[config.mk]
export PLATFORM = sky130hd
export DESIGN_NAME = scanbuf_ctrl
export DESIGN_NICKNAME = d
export VERILOG_FILES = /design/src/rtl/scanbuf_pkg.sv /design/src/rtl/scanbuf_stage.sv /design/src/rtl/scanbuf_chain.sv /design/src/rtl/scanbuf_ctrl.sv
export SDC_FILE = /design/constraint.sdc
export NUM_CORES = 2
export LEC_CHECK = 0
export BUFFER_PORTS_ARGS = -buffer_cell sky130_fd_sc_hd__buf_2
export CAP_MARGIN = 30
export CORE_UTILIZATION = 54
export CTS_CLUSTER_SIZE = 14
export DETAILED_ROUTE_END_ITERATION = 6
export PLACE_DENSITY_LB_ADDON = 0.25
export SETUP_SLACK_MARGIN = 0.02
export SLEW_MARGIN = 20
export SYNTH_ARGS = -nofsm -noshare
export SYNTH_HDL_FRONTEND = slang
export SYNTH_SLANG_ARGS = --single-unit
[constraint.sdc]
create_clock -name clk -period 2.7 [get_ports clk]
set_input_delay 0.675 -clock clk [delete_from_list [all_inputs] [get_ports clk]]
set_output_delay 0.675 -clock clk [all_outputs]
set_load 0.02 [all_outputs]
[src/rtl/scanbuf_pkg.sv]
package scanbuf_pkg;

    localparam int CMD_W = 2;

    typedef enum logic [CMD_W-1:0] {
        CMD_SKIP   = 2'b00,
        CMD_INJECT = 2'b01,
        CMD_DRAIN  = 2'b10,
        CMD_SPARE  = 2'b11
    } scan_cmd_e;

    typedef struct packed {
        logic drain;
        logic inject;
    } stage_mode_t;

    function automatic stage_mode_t decode_cmd(input logic [CMD_W-1:0] c);
        stage_mode_t m;
        m.drain  = (c == CMD_DRAIN);
        m.inject = (c == CMD_INJECT);
        return m;
    endfunction

endpackage

[src/rtl/scanbuf_stage.sv]
module scanbuf_stage
    import scanbuf_pkg::*;
#(
    parameter int DATA_W = 8
) (
    input  logic              clk,
    input  logic              rst,
    input  logic              frz,
    input  logic              upd,
    input  logic              si,
    output logic              so,
    input  logic              i_valid,
    input  logic [DATA_W-1:0] i_data,
    output logic              i_ready,
    output logic              o_valid,
    output logic [DATA_W-1:0] o_data,
    input  logic              o_ready
);
    localparam int SRW = DATA_W + CMD_W;

    logic [SRW-1:0]    sr;
    logic [CMD_W-1:0]  sr_cmd;
    logic [DATA_W-1:0] sr_word;
    logic              drain_md;
    logic              inj_pend;
    logic              buf_v;
    logic [DATA_W-1:0] buf_d;
    stage_mode_t       nxt_mode;
    logic              acc;
    logic              dep;

    assign sr_cmd   = sr[SRW-1 -: CMD_W];
    assign sr_word  = sr[DATA_W-1:0];
    assign nxt_mode = decode_cmd(sr_cmd);
    assign so       = sr[SRW-1];

    assign o_valid = !frz && (inj_pend || buf_v);
    assign o_data  = inj_pend ? sr_word : buf_d;
    assign i_ready = !frz && !inj_pend && (drain_md || !buf_v || o_ready);
    assign acc     = i_valid && i_ready;
    assign dep     = o_valid && o_ready;

    always_ff @(posedge clk) begin
        if (rst) begin
            sr       <= '0;
            drain_md <= 1'b0;
            inj_pend <= 1'b0;
            buf_v    <= 1'b0;
            buf_d    <= '0;
        end else begin
            if (frz) begin
                sr <= {sr[SRW-2:0], si};
            end else if (drain_md && acc) begin
                sr[DATA_W-1:0] <= i_data;
            end
            if (dep && !inj_pend) begin
                buf_v <= 1'b0;
            end
            if (!drain_md && acc) begin
                buf_v <= 1'b1;
                buf_d <= i_data;
            end
            if (upd && !frz) begin
                inj_pend <= nxt_mode.inject;
                drain_md <= nxt_mode.drain;
            end else if (dep && inj_pend) begin
                inj_pend <= 1'b0;
            end
        end
    end

    p_frozen_r6: assert property (@(posedge clk) disable iff (rst)
        frz |-> (!o_valid && !i_ready));

    p_shift_step_r3: assert property (@(posedge clk) disable iff (rst)
        frz |=> (so == $past(sr[SRW-2])));

    p_hold_out_r2: assert property (@(posedge clk) disable iff (rst)
        (o_valid && !o_ready && !frz && !upd) |=> $stable(o_data));

    p_inject_show_r7: assert property (@(posedge clk) disable iff (rst)
        (upd && !frz && !drain_md && sr_cmd == CMD_INJECT)
            |=> (frz || (o_valid && o_data == $past(sr_word))));

    p_drain_takes_r8: assert property (@(posedge clk) disable iff (rst)
        (drain_md && !inj_pend && !frz && i_valid) |-> i_ready);

    p_upd_ignored_r5: assert property (@(posedge clk) disable iff (rst)
        (frz && upd) |=> ($stable(drain_md) && $stable(inj_pend)));

endmodule

[src/rtl/scanbuf_chain.sv]
module scanbuf_chain #(
    parameter int NUM_STAGES = 2,
    parameter int DATA_W     = 8
) (
    input  logic              clk,
    input  logic              rst,
    input  logic              scan_en,
    input  logic              scan_upd,
    input  logic              scan_in,
    output logic              scan_out,
    input  logic              in_valid,
    input  logic [DATA_W-1:0] in_data,
    output logic              in_ready,
    output logic              out_valid,
    output logic [DATA_W-1:0] out_data,
    input  logic              out_ready
);
    logic              lv [NUM_STAGES+1];
    logic              lr [NUM_STAGES+1];
    logic [DATA_W-1:0] ld [NUM_STAGES+1];
    logic              ls [NUM_STAGES+1];

    assign lv[0]     = in_valid;
    assign ld[0]     = in_data;
    assign ls[0]     = scan_in;
    assign in_ready  = lr[0];
    assign out_valid = lv[NUM_STAGES];
    assign out_data  = ld[NUM_STAGES];
    assign scan_out  = ls[NUM_STAGES];
    assign lr[NUM_STAGES] = out_ready;

    for (genvar s = 0; s < NUM_STAGES; s++) begin : g_stage
        scanbuf_stage #(.DATA_W(DATA_W)) stage_i (
            .clk     (clk),
            .rst     (rst),
            .frz     (scan_en),
            .upd     (scan_upd),
            .si      (ls[s]),
            .so      (ls[s+1]),
            .i_valid (lv[s]),
            .i_data  (ld[s]),
            .i_ready (lr[s]),
            .o_valid (lv[s+1]),
            .o_data  (ld[s+1]),
            .o_ready (lr[s+1])
        );
    end

endmodule

[src/rtl/scanbuf_ctrl.sv]
module scanbuf_ctrl #(
    parameter int NUM_CHAINS = 16,
    parameter int NUM_STAGES = 2,
    parameter int DATA_W     = 8
) (
    input  logic                         clk,
    input  logic                         rst,
    input  logic [NUM_CHAINS-1:0]        in_valid,
    input  logic [NUM_CHAINS*DATA_W-1:0] in_data,
    output logic [NUM_CHAINS-1:0]        in_ready,
    output logic [NUM_CHAINS-1:0]        out_valid,
    output logic [NUM_CHAINS*DATA_W-1:0] out_data,
    input  logic [NUM_CHAINS-1:0]        out_ready,
    input  logic                         scan_en,
    input  logic                         scan_upd,
    input  logic [NUM_CHAINS-1:0]        scan_in,
    output logic [NUM_CHAINS-1:0]        scan_out
);
    for (genvar c = 0; c < NUM_CHAINS; c++) begin : g_lane
        scanbuf_chain #(
            .NUM_STAGES (NUM_STAGES),
            .DATA_W     (DATA_W)
        ) chain_i (
            .clk       (clk),
            .rst       (rst),
            .scan_en   (scan_en),
            .scan_upd  (scan_upd),
            .scan_in   (scan_in[c]),
            .scan_out  (scan_out[c]),
            .in_valid  (in_valid[c]),
            .in_data   (in_data[c*DATA_W +: DATA_W]),
            .in_ready  (in_ready[c]),
            .out_valid (out_valid[c]),
            .out_data  (out_data[c*DATA_W +: DATA_W]),
            .out_ready (out_ready[c])
        );
    end

    p_quiet_after_reset_r11: assert property (@(posedge clk)
        $past(rst) |-> (out_valid == '0));

endmodule

==> run metrics <==
status finished, final reports clean; Post-CTS Hold Fix Bufs 0; Hold Path Cell Cnt 3; reg2reg path depth 3; CTS buffer count 74; Crit. End Element output port; crit-path max cell delay 0.30 ns; GRT Util Overall 0.257; met3 usage 0.0518; adder-cell share of the synthesized area 0; main combinational cell family by area after synthesis simple AND/OR/NAND/NOR gates; # rows 92; vias in the first global route 25600; CP max stage cell or2_2; delay-heaviest family, CP simple AND/OR/NAND/NOR gates; Design Area, Final 39400 µm²; via count 27400; Post-synth EDFFs 0; placeable core area 63000 µm²; stages on the worst setup path 6; Top FF cell, synth dfxtp_1; Hold Path Sink g_lane[2].chain_i.g_stage[0].stage_i.buf_d[0]$_SDFFE_PP0P_; clk_skew 0.0182 ns; routed wire length 86100 µm; mux share of post-synthesis cell area 0.192; Worst-Margin Slew 0.777 ns; num ports 356; RSZ-0062 raised after global routing no; drc violations 0; Critical Setup Path Class input port to output port; Util after Layout 0.626; H-tree Lvls 3; Post-synth top cells dfxtp_1, mux2i_1, nand2b_1, nor2_1, clkbuf_1; setup tns final 0 ns; Buffers on Ports 355; fin nets 4125; met2 Usage GRT 0.413; CP Data Required Time 2.03 ns; CTS tree built; Synth Cell Area 34300 µm²; GPL Wtd Cong 0.827; initial drt markers 1574; Slew Limit Fails 0; antenna-violating nets left 0; chip height 254 µm; Initial Util 0.545; CTS clk-pin slew, worst paths 0.06 ns; Mapped Avg Cell Area 9.11 µm²; Maximum Capacitance Violations 0; Die X 254 µm; Post-synth ARST share 0; Placement Cell Area 36800 µm²; top-count cell post-synth dfxtp_1; largest cells by area after synthesis dfxtp_1, mux2i_1, mux2_2, nand2b_1, nor2b_1; worst r2r src g_lane[14].chain_i.g_stage[0].stage_i.inj_pend$_SDFFE_PP0P_; die area 64500 µm²; detailed-route wire length per cell 17.7 µm; r2r setup slk 0.68 ns; proportion of layout cells with a drive suffix above 1 0.240; non-filler cells, final 4860; P_leak 15.8 nW; Yosys top cell by area dfxtp_1; met1 GRT Util 0.343; Detail Placement HPWL 58300 µm; Synth Warn # 0; Worst Hold Launch in_data[16]; # clock sinks 672; Post-Synth Simple-Gate Area 0.255; CP Buf/Inv Count 3; sequential share of the synthesized area 0.392; total grt overflow 0; Final Hold Viols 0; Hold WC Path Type input port to register; setup ws final 0.0363 ns; crit path time final 2.66 ns; Mapped Cells 3763; WHS 0.325 ns; layer with the highest usage met2; overall power 23.2 mW; Clock Path Buffers 3; largest net degree at the start of global routing 95; Critical Path Source Type input port; setup violators final 0; crit share post-route 0.987; 1st-pass router iterations 5; area grow syn2layout 15.0%; post-CTS setup buffer count 0; crit path cell chain buf_8 -> buf_12 -> or2_2 -> o211a_1 -> nor3_1 -> buf_2; Clock Root Buffer clkbuf_16; register bit total from synthesis 672; first-pass GRT wire length 136000 µm; initial antenna violation count 18; Cells after DPL 4714; share of the synthesized area in the top cell type 0.392; Clock Latency Late Sink 0.62 ns; Mapped Nets 3943; pwr dens 587 nW/µm²; Max Fclk 375 MHz; Worst Path Arrival 1.99 ns; pre-CTS WS 0.0330 ns; worst vdd ir 367 µV; xor and xnor fraction of the mapped netlist area 0; compound-gate portion of the synthesized area 0.107; Slew HR 0.481; Vias/cell 5.65; post-synth cell types 46; Worst R2R End g_lane[14].chain_i.g_stage[1].stage_i.buf_d[5]$_SDFFE_PP0P_; top fanout value on the critical path 8
## worst min-delay path: stages
cell and delay (ns):
buf_2 0.11, nand2b_1 0.06, mux2i_1 0.06
## registers in the layout (all words and copies together), names as in the netlist
| register | flops |
|---|---|
| g_lane.chain_i.g_stage.stage_i.drain_md | 32 |
| g_lane.chain_i.g_stage.stage_i.buf_d | 256 |
| g_lane.chain_i.g_stage.stage_i.inj_pend | 32 |
| g_lane.chain_i.g_stage.stage_i.sr | 320 |
| g_lane.chain_i.g_stage.stage_i.buf_v | 32 |
## worst max path at each step
stage	start	end	slack, ns
floorplan	scan_en	in_ready[7]	0.02
global placement	scan_en	in_ready[10]	0.02
detailed placement	scan_en	in_ready[10]	0.03
CTS	scan_en	in_ready[10]	0.03
global route	scan_en	in_ready[10]	0.02
finish	scan_en	in_ready[8]	0.04
## where the power goes
part	internal, mW	leakage, nW	switching (mW)
combinational	0.885	9.06	1.18
sequential	10.2	5.47	0.227
clock	6.46	1.29	4.21
## final cells by class
class,instances,area (µm²)
tap,846,1060
fill,5466,23500
timing repair buffer,495,3120
clock buffer,108,2240
clock inverter,28,367
sequential,672,13500
antenna,9,22.5
multi-input combinational,2671,19100
inverter,31,116
## layer usage
| layer | vias up | part of all wire |
|---|---|---|
| met1 | 13000 | 0.46 |
| met5 | - | 0.0013 |
| met2 | 558 | 0.46 |
| met3 | 145 | 0.052 |
| met4 | 18 | 0.027 |
| li1 | 13700 | - |
## layout by cell type (no fill, tap or decap), types with 7 or more instances in the layout
master and instances:
o211a_1 15, buf_2 351, and3_1 128, dfxtp_2 9, o31ai_1 16, nand2_1 160
clkbuf_1 10, nand3b_1 64, nor2_1 257, clkbuf_8 22, a211oi_1 48, o211ai_1 16
mux2_4 8, a21oi_1 224, mux2i_1 368, or2_2 33, nor2b_1 244, dfxtp_1 663
nor3b_1 16, nor4_1 81, a221oi_4 10, clkinv_2 13, or4b_4 10, o21ai_0 33
nand2b_1 256, clkbuf_16 76, o32ai_1 128, diode_2 9, buf_12 21, mux2_1 8
or3_1 16, nor3_1 214, buf_4 121, bufinv_16 7, nor4bb_1 10, inv_1 31
mux2_2 240, nor3_2 9
## cell families after synthesis
kind of cell | Yosys count
compound gates | 502
flops | 672
simple gates | 1545
buf+inv | 420
mux | 624
## repair_timing
| action | CTS | global route |
|---|---|---|
| gates resized for setup | 8 | 6 |
| cloned | 0 | 0 |
| endpoints found under the setup margin | 7 | 6 |
No activity file was read; power rests on OpenSTA's default activity.
